**src/rtl/adc_corr_pkg.sv**
```systemverilog
package adc_corr_pkg;

  // Number of coarse stages (eight residue stages plus one final flash)
  localparam int NUM_STAGES = 9;
  // Width of one stage code
  localparam int CODE_W = 2;
  // Width of the corrected output word
  localparam int OUT_W = NUM_STAGES + 1;
  // Rising edges from the first stage code to the output capture
  localparam int LATENCY = 5;
  // Stages that report in the same cycle
  localparam int STAGES_PER_STEP = 2;
  // Enabled cycles before the output may be trusted
  localparam int WARMUP_CYC = 20;

  // Derived
  localparam int SUM_W = OUT_W + 1;
  localparam int READY_LIMIT = (WARMUP_CYC > LATENCY) ? WARMUP_CYC : LATENCY;
  localparam int CNT_W = $clog2(READY_LIMIT + 1);
  localparam int BUS_W = NUM_STAGES * CODE_W;

  // Strobes from control to datapath
  typedef struct packed {
    logic shiftEn;   // advance the alignment lines
    logic outLoad;   // capture the corrected word on the falling edge
    logic outClear;  // force the output word to zero
  } corrStrobes_t;

  // Alignment depth for stage index j (0-based): earlier stages wait longer
  function automatic int alignDepth(int j);
    return LATENCY - (j / STAGES_PER_STEP);
  endfunction

  // Weight shift for stage index j (0-based); the flash stage lands at 2^0
  function automatic int stageShift(int j);
    return NUM_STAGES - 1 - j;
  endfunction

endpackage

```
**src/rtl/corr_delay_line.sv**
```systemverilog
module corr_delay_line #(
  parameter int DEPTH = 1,
  parameter int W = 2
) (
  input  logic         clk,
  input  logic         rstN,
  input  logic         shiftEn,
  input  logic [W-1:0] din,
  output logic [W-1:0] dout
);

  logic [W-1:0] tap [DEPTH];

  always_ff @(posedge clk or negedge rstN) begin
    if (!rstN) begin
      for (int k = 0; k < DEPTH; k++) tap[k] <= '0;
    end else if (shiftEn) begin
      tap[0] <= din;
      for (int k = 1; k < DEPTH; k++) tap[k] <= tap[k-1];
    end
  end

  assign dout = tap[DEPTH-1];

endmodule

```
**src/rtl/corr_ctrl.sv**
```systemverilog
module corr_ctrl
  import adc_corr_pkg::*;
(
  input  logic         clk,
  input  logic         rstN,
  input  logic         powerEn,
  output corrStrobes_t strobes,
  output logic         validOut
);

  logic [CNT_W-1:0] upCnt;
  logic             isReady;

  // Enabled-cycle counter, restarts on every power-down
  always_ff @(posedge clk or negedge rstN) begin
    if (!rstN) begin
      upCnt <= '0;
    end else if (!powerEn) begin
      upCnt <= '0;
    end else if (upCnt != CNT_W'(READY_LIMIT)) begin
      upCnt <= upCnt + 1'b1;
    end
  end

  assign isReady = (upCnt == CNT_W'(READY_LIMIT));

  always_comb begin
    strobes.shiftEn  = powerEn;
    strobes.outLoad  = (upCnt != '0);
    strobes.outClear = (upCnt == '0);
  end

  // Valid flag moves with the data word on the falling edge
  always_ff @(negedge clk or negedge rstN) begin
    if (!rstN) validOut <= 1'b0;
    else       validOut <= isReady;
  end


  powered_cnt_chk: assert property (@(posedge clk) disable iff (!rstN)
    (upCnt != '0) |-> $past(powerEn));


  down_valid_chk: assert property (@(posedge clk) disable iff (!rstN)
    !powerEn |=> !validOut);


  valid_rise_chk: assert property (@(posedge clk) disable iff (!rstN)
    $rose(validOut) |-> (upCnt == CNT_W'(READY_LIMIT)) &&
                        ($past(upCnt) == CNT_W'(READY_LIMIT - 1)));


  always @(posedge clk) begin
    if (!rstN) reset_valid_chk: assert (!validOut);
  end

endmodule

```
**src/rtl/corr_datapath.sv**
```systemverilog
module corr_datapath
  import adc_corr_pkg::*;
(
  input  logic             clk,
  input  logic             rstN,
  input  corrStrobes_t     strobes,
  input  logic [BUS_W-1:0] stageCodes,
  output logic [OUT_W-1:0] dataOut
);

  localparam logic [CODE_W-1:0] ILLEGAL_CODE = {CODE_W{1'b1}};
  localparam logic [CODE_W-1:0] RESIDUE_MAX  = CODE_W'(2);
  localparam logic [SUM_W-1:0]  OUT_MAX      = SUM_W'((1 << OUT_W) - 1);

  logic [CODE_W-1:0] cleanCode   [NUM_STAGES];
  logic [CODE_W-1:0] alignedCode [NUM_STAGES];
  logic [SUM_W-1:0]  sumAcc;
  logic [OUT_W-1:0]  dataNext;

  for (genvar j = 0; j < NUM_STAGES; j++) begin : g_stage
    logic [CODE_W-1:0] rawCode;
    assign rawCode = stageCodes[j*CODE_W +: CODE_W];

    if (j < NUM_STAGES - 1) begin : g_residue
      // 1.5-bit stage: only 0, 1, 2 are legal
      assign cleanCode[j] = (rawCode == ILLEGAL_CODE) ? RESIDUE_MAX : rawCode;


      residue_clamp_chk: assert property (@(posedge clk) disable iff (!rstN)
        alignedCode[j] != ILLEGAL_CODE);
    end else begin : g_flash
      assign cleanCode[j] = rawCode;
    end

    corr_delay_line #(
      .DEPTH(alignDepth(j)),
      .W    (CODE_W)
    ) i_align (
      .clk    (clk),
      .rstN   (rstN),
      .shiftEn(strobes.shiftEn),
      .din    (cleanCode[j]),
      .dout   (alignedCode[j])
    );
  end

  // Overlapped addition: neighbouring stages share one bit of weight
  always_comb begin
    sumAcc = '0;
    for (int j = 0; j < NUM_STAGES; j++) begin
      sumAcc = sumAcc + (SUM_W'(alignedCode[j]) << stageShift(j));
    end
  end

  assign dataNext = (sumAcc > OUT_MAX) ? OUT_MAX[OUT_W-1:0] : sumAcc[OUT_W-1:0];

  // Output register on the falling edge
  always_ff @(negedge clk or negedge rstN) begin
    if (!rstN) begin
      dataOut <= '0;
    end else if (strobes.outClear) begin
      dataOut <= '0;
    end else if (strobes.outLoad) begin
      dataOut <= dataNext;
    end
  end


  clear_zero_chk: assert property (@(posedge clk) disable iff (!rstN)
    strobes.outClear |-> (dataOut == '0));


  hold_chk: assert property (@(posedge clk) disable iff (!rstN)
    !strobes.shiftEn |=> $stable(alignedCode[0]));


  always @(posedge clk) begin
    if (!rstN) reset_data_chk: assert (dataOut == '0);
  end

endmodule

```
**src/rtl/pipe_adc_corr.sv**
```systemverilog
module pipe_adc_corr
  import adc_corr_pkg::*;
(
  input  logic             clk,
  input  logic             rstN,
  input  logic             powerEn,
  input  logic [BUS_W-1:0] stageCodes,
  output logic [OUT_W-1:0] dataOut,
  output logic             dataValid
);

  corrStrobes_t strobes;

  corr_ctrl i_ctrl (
    .clk     (clk),
    .rstN    (rstN),
    .powerEn (powerEn),
    .strobes (strobes),
    .validOut(dataValid)
  );

  corr_datapath i_datapath (
    .clk       (clk),
    .rstN      (rstN),
    .strobes   (strobes),
    .stageCodes(stageCodes),
    .dataOut   (dataOut)
  );

endmodule

```
**config.mk**
```make
export PLATFORM = sky130hd
export DESIGN_NAME = pipe_adc_corr
export DESIGN_NICKNAME = d
export VERILOG_FILES = /design/src/rtl/adc_corr_pkg.sv /design/src/rtl/corr_delay_line.sv /design/src/rtl/corr_ctrl.sv /design/src/rtl/corr_datapath.sv /design/src/rtl/pipe_adc_corr.sv
export SDC_FILE = /design/constraint.sdc
export NUM_CORES = 1
export LEC_CHECK = 0
export BUFFER_PORTS_ARGS = -buffer_cell sky130_fd_sc_hd__buf_2
export CAP_MARGIN = 10
export CORE_MARGIN = 2
export CORE_UTILIZATION = 40
export DETAILED_ROUTE_END_ITERATION = 7
export PLACE_DENSITY_LB_ADDON = 0.05
export SLEW_MARGIN = 15
export SYNTH_ARGS = -nofsm -noshare
export SYNTH_HDL_FRONTEND = slang
export SYNTH_HIERARCHICAL = 1
export SYNTH_SLANG_ARGS = --single-unit
export TNS_END_PERCENT = 30
```
**constraint.sdc**
```tcl
create_clock -name clk -period 2.2 [get_ports clk]
set_input_delay 0.22 -clock clk [delete_from_list [all_inputs] [get_ports clk]]
set_output_delay 0.22 -clock clk [all_outputs]
set_load 0.03 [all_outputs]
```
Word level (Yosys, flattened, before mapping)

Index checks and enable logic that the tools add are counted.

Output and inout port bits: 11
Logic and storage cells: 69
Flip-flop bits (word level): 74
Bits of input ports: 21

Reduce and logical (&&, ||, !) cells: 3
Muxes and demuxes: 13
Order comparisons: 1
Eq/ne operators: 11
Add/sub/neg operators: 9

Operators by type and width:

| cell                   | number |
|---|---|
| $mux W10               | 3 |
| $eq A2 B2 Y1 const B   | 8 |
| $mux W2                | 8 |
| $add A10 B9 Y11        | 1 |
| $add A11 B2 Y11        | 1 |
| $add A11 B3 Y11        | 1 |
| $add A11 B4 Y11        | 1 |
| $add A11 B5 Y11        | 1 |
| $add A11 B6 Y11        | 1 |
| $add A11 B7 Y11        | 1 |
| $add A11 B8 Y11        | 1 |
| $gt A11 B10 Y1 const B | 1 |
| $mux W5                | 2 |
| $add A5 B1 Y5 const B  | 1 |
| $eq A5 B5 Y1 const B   | 1 |
| $logic_not A5 Y1       | 1 |
| $ne A5 B5 Y1 const B   | 1 |
| $reduce_bool A5 Y1     | 1 |
| $ne A2 B1 Y1 const B   | 1 |
| $reduce_bool A2 Y1     | 1 |

Depth between registers and ports, before layout

Gate-level depths: netlist of run 1.

Depth after elaboration: 12
Depth in mapped cells: 9
Mapped depth without buffers: 8

By module

Netlist of run 1, hierarchy kept.

By module, submodules not included:

| module                                               | area an instance (um2) | cells each | sequential area each (um2) | instances |
|---|---|---|---|---|
| corr_datapath                                        | 920.9                  | 106        | 250.2                      | 1 |
| corr_delay_line at i_datapath.g_stage[0].i_align ... | 426.7                  | 23         | 250.2                      | 2 |
| corr_delay_line at i_datapath.g_stage[2].i_align ... | 346.6                  | 19         | 200.2                      | 2 |
| corr_delay_line at i_datapath.g_stage[4].i_align ... | 266.5                  | 15         | 150.1                      | 2 |
| corr_delay_line at i_datapath.g_stage[6].i_align ... | 160.2                  | 10         | 100.1                      | 2 |
| corr_ctrl                                            | 317.8                  | 32         | 150.1                      | 1 |
| corr_delay_line at i_datapath.g_stage[8].i_align     | 72.6                   | 4          | 50.0                       | 1 |

==> PnR_summary.wiki, run 1 <==
{| class="wikitable"
! Metric !! Value
|-
| Outcome || finished with violations
|-
| Failing checks || negative setup slack
|-
| Number of slew-limit violations in the final report || 0
|-
| Logic gate share of total power || 0.316
|-
| ANT nets after route || 0
|-
| Via density per instance || ~4.8
|-
| Syn. warnings || 6
|-
| Largest cells by area after synthesis || sky130_fd_sc_hd__dfrtp_1 42%, sky130_fd_sc_hd__mux2_4 19%, sky130_fd_sc_hd__dfrtn_1 7.4%
|-
| Switch Pwr || 1.256 mW
|-
| Filler cell count in the final layout || about 860
|-
| Wirelength per Cell || 13.61 um
|-
| # diodes || 0
|-
| Pint || 2.973 mW
|-
| Syn Std Cell Area || 3711 um^2
|-
| Layout cells sized above 1 || 0.4954
|-
| Kind of end point of the critical path || register
|-
| Net count after synthesis || roughly 300
|-
| Most used standard cells in the synthesized netlist || 63 x sky130_fd_sc_hd__dfrtp_1, 48 x sky130_fd_sc_hd__mux2_4, 18 x sky130_fd_sc_hd__buf_4, 14 x sky130_fd_sc_hd__nor2_1, 12 x sky130_fd_sc_hd__inv_1
|-
| Primary flip-flop cell chosen by synthesis mapping || sky130_fd_sc_hd__dfrtp_1
|-
| Height of the chip || 100.3 um
|-
| GRT Overall Usage || 0.1339
|-
| Final-report setup violation count || 20
|-
| Sw Ratio || 0.2970
|-
| Peak supply drop || 0.0004733 V
|-
| Final Hold Violating Endpoints || 0
|-
| Actual slew at the worst max-slew pin || 0.5037 ns
|-
| Remaining DRCs || 0
|-
| Clock input transition at the sequential cells of the worst setup and hold paths || 0.08 ns
|-
| Leak pwr || 2.161 nW
|-
| Clock tree skew after final layout || 0.02114 ns
|-
| Sink Count || 74
|-
| Initial antenna violation count || 0
|-
| Buffer depth of the longest clock path || 2
|-
| Total I/O pin count || 32
|-
| Starting density of the core || 0.4074
|-
| Total Die Area || 10060 um^2
|-
| Largest net degree at the start of global routing || 66
|-
| Path class of the lowest-slack min-delay path || primary input to register
|-
| Area share of the largest cell type after synthesis || 0.4248
|-
| Wire length of the first global-routing pass || 10540 um
|-
| Flip-flop and latch count after synthesis || 74
|-
| Cell-by-cell listing of the critical path || ha_4 > a211o_1 > nand4_2 > mux2i_1 > a2111oi_2 > a311oi_2
|-
| Post-CTS setup-driven buffer insertion count || 0
|-
| Cell type with the largest total area after synthesis || sky130_fd_sc_hd__dfrtp_1
|-
| Crit Path Class || register to register
|-
| Share of synthesized flip-flops with an asynchronous set or reset || 1.000
|-
| DR vias || 2088
|-
| Initial detailed-routing violation count || 52
|-
| Unrepaired setup endpoints after global routing || true
|-
| Crit path max-delay cell type || sky130_fd_sc_hd__dfrtp_1
|-
| Via count of the first global-routing pass || 2182
|-
| Buffer type at the clock tree root || sky130_fd_sc_hd__clkbuf_8
|-
| Clock share of power || 0.275
|-
| Crit Path Max Fanout || 3
|-
| Setup slack after layout || -0.7424 ns
|-
| Sequential area share after synthesis || 0.4990
|-
| Largest stage delay on the critical path || 0.42 ns
|-
| Number of enable-type register cells in the synthesized netlist || 0
|-
| Drt first pass iters || 4
|-
| Max H-tree Level || 3
|-
| Buffers on Ports || 31
|-
| Worst slew slack as a fraction of its limit || 0.6642
|-
| Number of cells produced by synthesis || between 200 and 300
|-
| Row cnt || 35
|-
| Area growth from synthesis to layout || 19.05%
|-
| Routability cong. || 0.7532
|-
| Horizontal extent of the die || around 100 um
|-
| Total CTS buffers || 9
|-
| Required time worst endpoint || 1.24 ns
|-
| Mean Syn Cell Area || 13.45 um^2
|-
| Clock latency on the worst-skew pair || 0.34 ns
|-
| Core Box Area || around 9100 um^2
|-
| Post-synthesis cell type count || 36
|-
| DP HPWL || 3863 um
|-
| Final Power || 4.229 mW
|-
| Data arrival time of the critical path || 1.99 ns
|-
| PD cells || 957.2 nW/um^2
|-
| Startpoint class of the critical path || register
|-
| Wire length reported by the detailed router || 5933 um
|-
| Share of total power in sequential cells || 0.408
|-
| TritonCTS clock tree || built
|-
| GRT Residual Overflow || 0
|-
| Tightest hold margin || 0.1200 ns
|-
| Maximum capacitance violations || 0
|-
| NumNets Final || 352
|-
| Cell with the most instances after synthesis || sky130_fd_sc_hd__dfrtp_1
|}
logic make-up after synthesis:
| group | count (synthesis) | synth area share |
|---|---|---|
| flip-flops | 74 | 0.4990 |
| multiplexers | 59 | 0.2272 |
| buffers and inverters | 47 | 0.08597 |
| AND/OR/NAND/NOR | 45 | 0.06473 |
| AO/OA/AOI/OAI | 32 | 0.06507 |
| adder cells (fa/ha/maj) | 11 | 0.03911 |
| XOR/XNOR | 8 | 0.01888 |
cells in the final DEF, fill, tap and decap left out, drive strengths merged, types with 10 or more instances in the layout:
cell | synthesis | routed
buf | 24 | 66
dfrtp | 63 | 63
mux2 | 58 | 58
nor2 | 14 | 14
inv | 12 | 12
clkbuf | 11 | 12
dfrtn | 11 | 11
a311oi | 10 | 10
ha | 10 | 10
worst max-delay path, delay by kind of cell (launching register included):
kind            cells  cell delay (ns)
compound gates      3             0.78
fa+ha+maj           1             0.25
mux                 1             0.09
flops               1             0.42
simple gates        1             0.12
final cells by class:
| type | count | area [um^2] | area share |
|---|---|---|---|
| clock buffers | 12 | 145.1 | 0.03285 |
| clock inverters | 4 | 75.07 | 0.01699 |
| inverters | 12 | 45.04 | 0.01020 |
| multi-input cells | 156 | 1648 | 0.3730 |
| flip-flops and latches | 74 | 1852 | 0.4191 |
| well taps | 111 | 138.9 | 0.03144 |
| repair buffers | 67 | 514.2 | 0.1164 |
registers in the layout (all words and copies together), names as in the netlist:
signal,flops
i_datapath/g_stage.i_align/tap,40
i_datapath/g_stage.i_align/dout,18
i_datapath/dataOut,10
i_ctrl/upCnt,5
i_ctrl/validOut,1
metal layers:
| layer | part of all wire | GRT usage |
|---|---|---|
| met5 | 0 | 0 |
| met3 | 0.040 | 0.05084 |
| met1 | 0.49 | 0.1772 |
| met4 | 0.011 | 0.03793 |
| met2 | 0.46 | 0.2060 |
power by group through the flow:
| stage | clock network (mW) | registers (mW) | logic [mW] |
|---|---|---|---|
| finish | 1.16 | 1.73 | 1.34 |
| global route | 1.27 | 1.76 | 1.46 |
| CTS | 1.20 | 1.73 | 1.33 |
| detailed placement | 0 | 1.74 | 1.21 |
| floorplan | 0 | 1.80 | 0.858 |
| global placement | 0 | 1.74 | 1.20 |
repair_timing:
item | CTS | global route
setup endpoints to repair | 21 | 22
gates resized for setup | 25 | 7
pin swaps | 9 | 11
hold endpoints to repair | 1 | 0
hold buffers | 1 | 0
cloned | 1 | 0
final timing paths:
path | slack [ns] | to | start | cells past startpoint
worst max-delay path | -0.74 | i_datapath/dataOut[8]$_DFFE_NN0P_ | i_datapath/g_stage[6].i_align/dout[0]$_DFFE_PN0P_ | 6
worst min-delay path | 0.12 | i_datapath/g_stage[1].i_align/tap[9]$_DFFE_PN0P_ | stageCodes[3] | 2
worst max register to register | -0.74 | i_datapath/dataOut[8]$_DFFE_NN0P_ | i_datapath/g_stage[6].i_align/dout[0]$_DFFE_PN0P_ | 6
worst min register to register | 0.51 | i_datapath/g_stage[8].i_align/dout[0]$_DFFE_PN0P_ | i_datapath/g_stage[8].i_align/dout[0]$_DFFE_PN0P_ | 1
max in group asynchronous | 0.72 | i_datapath/dataOut[6]$_DFFE_NN0P_ | rstN | 2
min in group asynchronous | 0.28 | i_datapath/g_stage[8].i_align/dout[0]$_DFFE_PN0P_ | rstN | 2
stage by stage:
stage	setup WS (ns)	setup TNS [ns]	utilization	instance area, um^2	instances
after floorplan	-0.6782	-6.731	-	3767	276
after global placement	-0.7304	-7.182	0.4462	4064	418
after detailed placement	-0.7793	-7.682	0.4462	4064	418
after CTS	-0.7310	-7.547	0.4824	4394	436
after global routing	-0.8324	-8.709	0.4850	4418	436
final	-0.7424	-7.200	0.4850	4418	436
Note: power is estimated with default switching activity, not from simulation.
==> inputs of run 2 (changes only) <==
- SKIP_LAST_GASP: default -> 1
- SLEW_MARGIN: 15 -> 20
==> run 2 against run 1 <==
Against the previous run: the flow still finishes with violations (negative setup slack); critical path depth rose by 1; wire length down 0.24%; clock power about the same; via count fell by 0.24%; sequential share of layout area increased by 0.80 points; utilization shrank 0.91 points; critical path type unchanged; critical endpoint is now i_datapath/dataOut[6]$_DFFE_NN0P_; largest cell class unchanged; largest power group unchanged.
==> PnR_summary.wiki, run 2 (synthesis gave the netlist of run 1 again) <==
{| class="wikitable"
! Metric !! Value
|-
| Horizontal extent of the die || 100.3 um (unchanged)
|-
| Number of slew-limit violations in the final report || 0 (unchanged)
|-
| Crit Reg-Reg Startpoint || i_datapath/g_stage[6].i_align/dout[0]$_DFFE_PN0P_
|-
| Largest stage delay on the critical path || 0.42 ns (about the same)
|-
| Most common cell after layout, fill and taps aside || sky130_fd_sc_hd__dfrtp_1
|-
| Kind of end point of the critical path || register
|-
| ANT nets after route || 0 (unchanged)
|-
| Final Hold Violating Endpoints || 0 (unchanged)
|-
| Outcome || finished with violations
|-
| GRT Residual Overflow || 0 (unchanged)
|-
| Last element of the critical path || i_datapath/dataOut[6]$_DFFE_NN0P_
|-
| Hold Path Origin || stageCodes[3]
|-
| TritonCTS clock tree || built
|-
| Height of the chip || 100.3 um (unchanged)
|-
| Unrepaired setup endpoints after global routing || true
|-
| GRT Overall Usage || 0.1348 (+0.0008878)
|-
| Crit path max-delay cell type || sky130_fd_sc_hd__dfrtp_1
|-
| R2R Path End || i_datapath/dataOut[6]$_DFFE_NN0P_
|-
| Switch Pwr || 1.237 mW (-1.5%)
|-
| Clock tree skew after final layout || 0.01946 ns (-0.001673 ns)
|-
| Buffer type at the clock tree root || sky130_fd_sc_hd__clkbuf_8
|-
| Initial antenna violation count || 0 (unchanged)
|-
| Path class of the lowest-slack min-delay path || primary input to register
|-
| Actual slew at the worst max-slew pin || 0.5059 ns (+0.002195 ns)
|-
| Reg2Reg Depth || 7 (+1)
|-
| PD cells || 955.3 nW/um^2 (-0.19%)
|-
| Filler cell count in the final layout || 866 (+0.58%)
|-
| Crit Path Class || register to register
|-
| Total I/O pin count || 32 (unchanged)
|-
| Remaining DRCs || 0 (unchanged)
|-
| Crit Path Max Fanout || 3 (unchanged)
|-
| Maximum capacitance violations || 0 (unchanged)
|-
| Sw Ratio || 0.2986 (+0.001604)
|-
| Logic gate share of total power || 0.305 (-0.011)
|-
| Setup slack after layout || -0.7120 ns (+0.03039 ns)
|-
| Wire length of the first global-routing pass || 10600 um (+0.59%)
|-
| Clock input transition at the sequential cells of the worst setup and hold paths || 0.08 ns (about the same)
|-
| Peak supply drop || 0.0004733 V (about the same)
|-
| Wirelength per Cell || 13.58 um (-0.24%)
|-
| Sink Count || 74 (unchanged)
|-
| Worst slew slack as a fraction of its limit || 0.6627 (-0.001463)
|-
| Number of cells after detailed placement || 418 (unchanged)
|-
| Required time worst endpoint || 1.25 ns (about the same)
|-
| Leak pwr || 2.152 nW (-0.44%)
|-
| Routability cong. || 0.7532 (unchanged)
|-
| Max H-tree Level || 3 (unchanged)
|-
| Via count of the first global-routing pass || 2184 (+0.092%)
|-
| Final-report setup violation count || 21 (+5.0%)
|-
| Pre-CTS worst setup slack || -0.7793 ns (unchanged)
|-
| Drt first pass iters || 4 (unchanged)
|-
| Initial detailed-routing violation count || 51 (-1.9%)
|-
| Share of total power in sequential cells || 0.414 (+0.006)
|-
| Final Power || 4.142 mW (-2.1%)
|-
| Clock latency on the worst-skew pair || 0.34 ns (about the same)
|-
| Pint || 2.905 mW (-2.3%)
|-
| Cell-by-cell listing of the critical path || ha_4 > a211o_1 > a21oi_2 > o21bai_4 > buf_4 > xnor2_2 > a311oi_1
|-
| Via density per instance || 4.778 (-0.24%)
|-
| Total CTS buffers || 9 (unchanged)
|-
| # diodes || 0 (unchanged)
|-
| DR vias || 2083 (-0.24%)
|-
| Row cnt || 35 (unchanged)
|-
| Reg2reg setup slack || -0.71 ns (+0.03 ns)
|-
| Largest net degree at the start of global routing || 66 (unchanged)
|-
| Startpoint class of the critical path || register
|-
| NumNets Final || 352 (unchanged)
|-
| Register with the most flip-flops || i_datapath/g_stage.i_align/tap
|-
| Buffers on Ports || 31 (unchanged)
|-
| Number of standard cells in the final layout excluding fillers || 436 (unchanged)
|-
| Total Die Area || 10060 um^2 (unchanged)
|-
| Data arrival time of the critical path || 1.97 ns (-0.02 ns)
|-
| Starting density of the core || 0.4074 (unchanged)
|-
| Area growth from synthesis to layout || 16.82%
|-
| Core Box Area || 9109 um^2 (unchanged)
|-
| Failing checks || negative setup slack
|-
| Clock share of power || 0.281 (+0.006)
|-
| Source of the critical timing path || i_datapath/g_stage[6].i_align/dout[0]$_DFFE_PN0P_
|-
| Wire length reported by the detailed router || 5919 um (-0.24%)
|-
| Layout cells sized above 1 || 0.4800 (-0.01538)
|-
| Buffer depth of the longest clock path || 2 (unchanged)
|-
| Post-CTS setup-driven buffer insertion count || 0 (unchanged)
|-
| Highest-count cells in the layout ignoring fill and taps || 63 x sky130_fd_sc_hd__dfrtp_1, 48 x sky130_fd_sc_hd__mux2_4, 36 x sky130_fd_sc_hd__buf_4
|-
| Max FFs per register || 40 (unchanged)
|-
| DP HPWL || 3863 um (unchanged)
|}
[run 2: worst min-delay path by stage]
stage                     slack (ns)                                           endpoint  cells after the start
after floorplan                -0.08                        i_ctrl/upCnt[0]$_DFFE_PN0P_                      0
after global placement          0.09  i_datapath/g_stage[8].i_align/dout[0]$_DFFE_PN0P_                      1
after detailed placement        0.08  i_datapath/g_stage[8].i_align/dout[0]$_DFFE_PN0P_                      1
after CTS                       0.10   i_datapath/g_stage[4].i_align/tap[5]$_DFFE_PN0P_                      2
after global routing             0.1   i_datapath/g_stage[5].i_align/tap[5]$_DFFE_PN0P_                      2
final                           0.12   i_datapath/g_stage[1].i_align/tap[9]$_DFFE_PN0P_                      2
[run 2: through the flow]
stage          TNS (ns)    util  hold slack, ns  instance area [um^2]
2_1_floorplan    -6.731       -        -0.07559                  3767
3_3_place_gp     -7.182  0.4462         0.08699                  4064
3_5_place_dp     -7.682  0.4462         0.07823                  4064
4_1_cts          -8.010  0.4753          0.1028                  4329
5_1_grt          -9.140  0.4760         0.09555                  4335
6_report         -7.392  0.4760          0.1198                  4335
[run 2: repair_timing]
action / 4_1_cts / 5_1_grt
resized for setup: 4 / 1
cloned: 1 / 0
endpoints found under the setup margin: 21 / 22
endpoints found under the hold margin: 1 / 0
hold buffers: 1 / 0
pin swaps: 6 / 7
[run 2: area by class of cell]
cell class | instances | area (um^2) | share of cell area
Tap cell | 111 | 138.9 | 0.03203
Multi-Input combinational cell | 156 | 1634 | 0.3769
Sequential cell | 74 | 1852 | 0.4271
Clock inverter | 4 | 75.07 | 0.01732
Clock buffer | 12 | 145.1 | 0.03348
Inverter | 12 | 45.04 | 0.01039
Timing Repair Buffer | 67 | 445.4 | 0.1027
[run 2: layer usage]
| metal | track usage | vias to the layer above | wire [um] |
|---|---|---|---|
| met1 | 0.1803 | 1028 | 2916 |
| met3 | 0.04944 | 4 | 217 |
| met2 | 0.2065 | 29 | 2720 |
| met4 | 0.03793 | 0 | 65 |
| li1 | - | 1022 | - |
| met5 | 0 | - | 0 |
[run 2: critical path: cells and delay by family (launching register included)]
kind	cells	cell delay [ns]
buf+inv	1	0.15
flops	1	0.42
compound gates	4	0.69
fa+ha+maj	1	0.25
xor+xnor	1	0.11
[run 2: power groups by stage]
stage / Sequential, mW / Clock, mW / Combinational (mW)
floorplan: 1.80 / 0 / 0.858
global placement: 1.74 / 0 / 1.20
detailed placement: 1.74 / 0 / 1.21
CTS: 1.72 / 1.20 / 1.27
global route: 1.75 / 1.27 / 1.39
finish: 1.71 / 1.16 / 1.26
==> inputs of run 3 (changes only) <==
- ABC_AREA: default -> 1
==> run 3 against run 2 <==
Against the previous run: the flow still finishes with violations (negative setup slack); combinational power is 35% lower; first-iteration DRC count rose to 2.5 times the previous value; via count is 34% higher; clock skew down 0.00068 ns; register-to-register slack improved by 0.15 ns; utilization rose by 1.2 points; non-clock buffer count rose by 6; sequential share of layout area down 1.1 points; die area shrank 0.65%; critical path depth is 4 higher; global-route usage up 1.8 points; critical endpoint is now i_datapath/dataOut[5]$_DFFE_NN0P_; largest power group unchanged.
==> PnR_summary.wiki, run 3 <==
{| class="wikitable"
! Metric !! Value
|-
| Clock input transition at the sequential cells of the worst setup and hold paths || 0.08 ns (about the same)
|-
| Wire length of the first global-routing pass || 12190 um (+15%)
|-
| Path class of the lowest-slack min-delay path || primary input to register
|-
| Row cnt || 35 (unchanged)
|-
| Crit Path Max Fanout || 3 (unchanged)
|-
| ANT nets after route || 0 (unchanged)
|-
| Number of cells after detailed placement || 626 (+50%)
|-
| Share of synthesized flip-flops with an asynchronous set or reset || 1.000 (unchanged)
|-
| Wirelength per Cell || 10.26 um (-24%)
|-
| Routed length on met1 || 3436 um (+18%)
|-
| PD cells || 759.4 nW/um^2 (-21%)
|-
| DP HPWL || 4566 um (+18%)
|-
| Sink Count || 74 (unchanged)
|-
| Max FFs per register || 40 (unchanged)
|-
| Primary flip-flop cell chosen by synthesis mapping || sky130_fd_sc_hd__dfrtp_1
|-
| Cell-by-cell listing of the critical path || ha_4 > inv_2 > fa_2 > inv_2 > nand2_4 > nand2_4 > nand2_1 > xor2_1 > nand2_1 > nand2_1 > nand2_1
|-
| Layout Cell Area excl Fill || 4448 um^2 (+2.6%)
|-
| Largest stage delay on the critical path || 0.39 ns (-0.03 ns)
|-
| Syn Std Cell Area || 3686 um^2 (-0.67%)
|-
| Number of slew-limit violations in the final report || 0 (unchanged)
|-
| Max H-tree Level || 3 (unchanged)
|-
| Via density per instance || 4.319 (-9.6%)
|-
| Starting density of the core || 0.4047 (-0.002747)
|-
| Setup slack after layout || -0.5662 ns (+0.1458 ns)
|-
| Area share of the largest cell type after synthesis || 0.4277 (+0.002884)
|-
| Data arrival time of the critical path || 1.85 ns (-0.12 ns)
|-
| Core Box Area || 9109 um^2 (unchanged)
|-
| Clock tree skew after final layout || 0.01879 ns (-0.0006758 ns)
|-
| Wire length reported by the detailed router || 6646 um (+12%)
|-
| Peak supply drop || 0.0003870 V (-18%)
|-
| Leak pwr || 2.591 nW (+20%)
|-
| Layout cells sized above 1 || 0.2644 (-0.2156)
|-
| # diodes || 0 (unchanged)
|-
| GRT Overall Usage || 0.1531 (+0.01832)
|-
| GRT Residual Overflow || 0 (unchanged)
|-
| Register with the most flip-flops || i_datapath/g_stage.i_align/tap
|-
| Number of stages on the worst hold path || 3 (+1)
|-
| Total Die Area || 9999 um^2 (-0.65%)
|-
| Via count of the first global-routing pass || 2760 (+26%)
|-
| Horizontal extent of the die || 100.0 um (-0.32%)
|-
| Most common cell after layout, fill and taps aside || sky130_fd_sc_hd__nand2_1
|-
| DR vias || 2799 (+34%)
|-
| Number of buffer and inverter stages on the critical path || 2 (+1)
|-
| Max Used Layer || met4
|-
| Reg2Reg Depth || 11 (+4)
|-
| Total CTS buffers || 9 (unchanged)
|-
| Sequential area share after synthesis || 0.5024 (+0.003388)
|-
| Final Hold Violating Endpoints || 0 (unchanged)
|-
| Cell type with the largest total area after synthesis || sky130_fd_sc_hd__dfrtp_1
|-
| Area growth from synthesis to layout || 20.67%
|-
| Largest cells by area after synthesis || sky130_fd_sc_hd__dfrtp_1 43%, sky130_fd_sc_hd__nand2_1 26%, sky130_fd_sc_hd__dfrtn_1 7.5%
|-
| Startpoint class of the critical path || register
|-
| Wire length on met2 || 2924 um (+7.5%)
|-
| Reg2reg setup slack || -0.57 ns (+0.15 ns)
|-
| Required time worst endpoint || 1.29 ns (+0.04 ns)
|-
| Hold Path Origin || stageCodes[3]
|-
| Height of the chip || 100.0 um (-0.32%)
|-
| Maximum capacitance violations || 0 (unchanged)
|-
| NumNets Final || 564 (+60%)
|-
| Total I/O pin count || 32 (unchanged)
|-
| Actual slew at the worst max-slew pin || 0.5656 ns (+0.05961 ns)
|-
| Most used standard cells in the synthesized netlist || 260 x sky130_fd_sc_hd__nand2_1, 63 x sky130_fd_sc_hd__dfrtp_1, 34 x sky130_fd_sc_hd__inv_1, 17 x sky130_fd_sc_hd__buf_4, 17 x sky130_fd_sc_hd__nor2_1
|-
| Flip-flop and latch count after synthesis || 74 (unchanged)
|-
| End of the worst hold path || i_datapath/g_stage[1].i_align/tap[9]$_DFFE_PN0P_
|-
| Initial antenna violation count || 0 (unchanged)
|-
| Unrepaired setup endpoints after global routing || true
|-
| Buffers on Ports || 31 (unchanged)
|-
| Initial detailed-routing violation count || 128 (+150%)
|-
| Worst slew slack as a fraction of its limit || 0.6230 (-0.03974)
|-
| Outcome || finished with violations
|-
| Number of standard cells in the final layout excluding fillers || 648 (+49%)
|-
| Drt first pass iters || 4 (unchanged)
|-
| TritonCTS clock tree || built
|-
| Crit Reg-Reg Startpoint || i_datapath/g_stage[7].i_align/dout[0]$_DFFE_PN0P_
|-
| Cell with the most instances after synthesis || sky130_fd_sc_hd__nand2_1
|-
| Syn. warnings || 6 (unchanged)
|-
| WL met3 || 206 um (-5.1%)
|-
| Routability cong. || 0.7756 (+3.0%)
|-
| Clock latency on the worst-skew pair || 0.35 ns (about the same)
|-
| Mean Syn Cell Area || 7.711 um^2 (-43%)
|-
| Net count after synthesis || 510 (+66%)
|-
| Cell area reported after detailed placement || 4139 um^2 (+1.8%)
|-
| Remaining DRCs || 0 (unchanged)
|-
| Final-report setup violation count || 21 (unchanged)
|-
| Failing checks || negative setup slack
|-
| Highest-count cells in the layout ignoring fill and taps || 253 x sky130_fd_sc_hd__nand2_1, 63 x sky130_fd_sc_hd__dfrtp_1, 41 x sky130_fd_sc_hd__buf_4
|-
| Post-synthesis cell type count || 25 (-31%)
|-
| Filler cell count in the final layout || 938 (+8.3%)
|-
| R2R Path End || i_datapath/dataOut[5]$_DFFE_NN0P_
|-
| Crit path max-delay cell type || sky130_fd_sc_hd__dfrtp_1
|-
| Number of enable-type register cells in the synthesized netlist || 0 (unchanged)
|-
| Buffer depth of the longest clock path || 2 (unchanged)
|-
| Largest net degree at the start of global routing || 46 (-30%)
|-
| Crit Path Class || register to register
|-
| Number of cells produced by synthesis || 478 (+73%)
|-
| CP top delay family || adder cells
|-
| Pre-CTS worst setup slack || -0.5758 ns (+0.2035 ns)
|-
| Most frequent cell on the critical path || sky130_fd_sc_hd__nand2_1
|-
| Buffer type at the clock tree root || sky130_fd_sc_hd__clkbuf_8
|-
| Kind of end point of the critical path || register
|}
run 3: cell types whose count changed in the layout (fill, tap and decap cells not counted), sizes merged, moves of 6 or more:
cell	previous run	this run
nor2	14	24
a21oi	8	2
nand3	5	12
o21ai	8	0
a311oi	10	0
mux2	58	0
buf	66	72
inv	12	45
nand2	7	270
nor2b	8	0
run 3: final cells by class:
type                       instances  area [um^2]  share of cell area
inverter                          45        168.9             0.03797
multi-input combinational        329         1629              0.3662
clock inverter                     6        43.79            0.009845
clock buffer                      10        127.6             0.02869
tap                              111        138.9             0.03122
sequential                        74         1852              0.4163
timing repair buffer              73        488.0              0.1097
run 3: cell families (layout without fill, tap and decap cells):
family	count (synthesis)	after routing	share of synthesized area
buffers and inverters	76	134	0.1032
adders and majority gates	11	11	0.03938
and+or+nand+nor	312	313	0.3445
xor gates and xnor gates	2	2	0.004753
DFF	74	74	0.5024
AOI/OAI and AO/OA	3	3	0.005770
run 3: power breakdown:
group	leakage [nW]	internal (mW)	total, mW	switching [mW]
logic	1.55	0.353	0.823	0.470
registers	0.958	1.52	1.63	0.102
clock network	0.0862	0.411	0.929	0.518
total	2.59	2.29	3.38	1.09
run 3: metal layers:
layer,vias up,global-route usage
met5,-,0
met3,7,0.04875
met4,0,0.05163
li1,1513,-
met2,27,0.2453
met1,1252,0.1974
run 3: worst reg2reg max path, delay by kind of cell, from the launching register on:
kind / cells / cell delay (ns)
buffers and inverters: 2 / 0.12
and+or+nand+nor: 6 / 0.35
DFF: 1 / 0.39
adders and majority gates: 2 / 0.49
xor gates and xnor gates: 1 / 0.16
run 3: timing repair:
item                                   CTS  global route
setup endpoints to repair               21            21
hold buffers                             1             0
buffers inserted                         4             0
resized for setup                       15             9
pin swaps                                9             5
cloned                                   1             0
endpoints found under the hold margin   18             0
run 3: worst max path at each step:
| stage | startpoint | end | cells past startpoint |
|---|---|---|---|
| floorplan | i_datapath/g_stage[7].i_align/dout[0]$_DFFE_PN0P_ | i_datapath/dataOut[7]$_DFFE_NN0P_ | 14 |
| global placement | i_datapath/g_stage[8].i_align/dout[1]$_DFFE_PN0P_ | i_datapath/dataOut[7]$_DFFE_NN0P_ | 13 |
| detailed placement | i_datapath/g_stage[8].i_align/dout[1]$_DFFE_PN0P_ | i_datapath/dataOut[9]$_DFFE_NN0P_ | 13 |
| CTS | i_datapath/g_stage[8].i_align/dout[1]$_DFFE_PN0P_ | i_datapath/dataOut[5]$_DFFE_NN0P_ | 11 |
| global route | i_datapath/g_stage[8].i_align/dout[1]$_DFFE_PN0P_ | i_datapath/dataOut[5]$_DFFE_NN0P_ | 11 |
| finish | i_datapath/g_stage[7].i_align/dout[0]$_DFFE_PN0P_ | i_datapath/dataOut[5]$_DFFE_NN0P_ | 11 |
run 3: stage by stage:
stage / util / power [mW] / hold WS, ns / TNS, ns
finish: 0.4883 / 3.378 / 0.07923 / -5.350
global route: 0.4883 / 3.622 / 0.07483 / -7.223
CTS: 0.4846 / 3.421 / 0.05433 / -5.754
detailed placement: 0.4544 / 2.421 / 0.1768 / -5.374
global placement: 0.4544 / 2.412 / 0.1767 / -5.150
floorplan: - / 2.183 / -0.07559 / -4.927
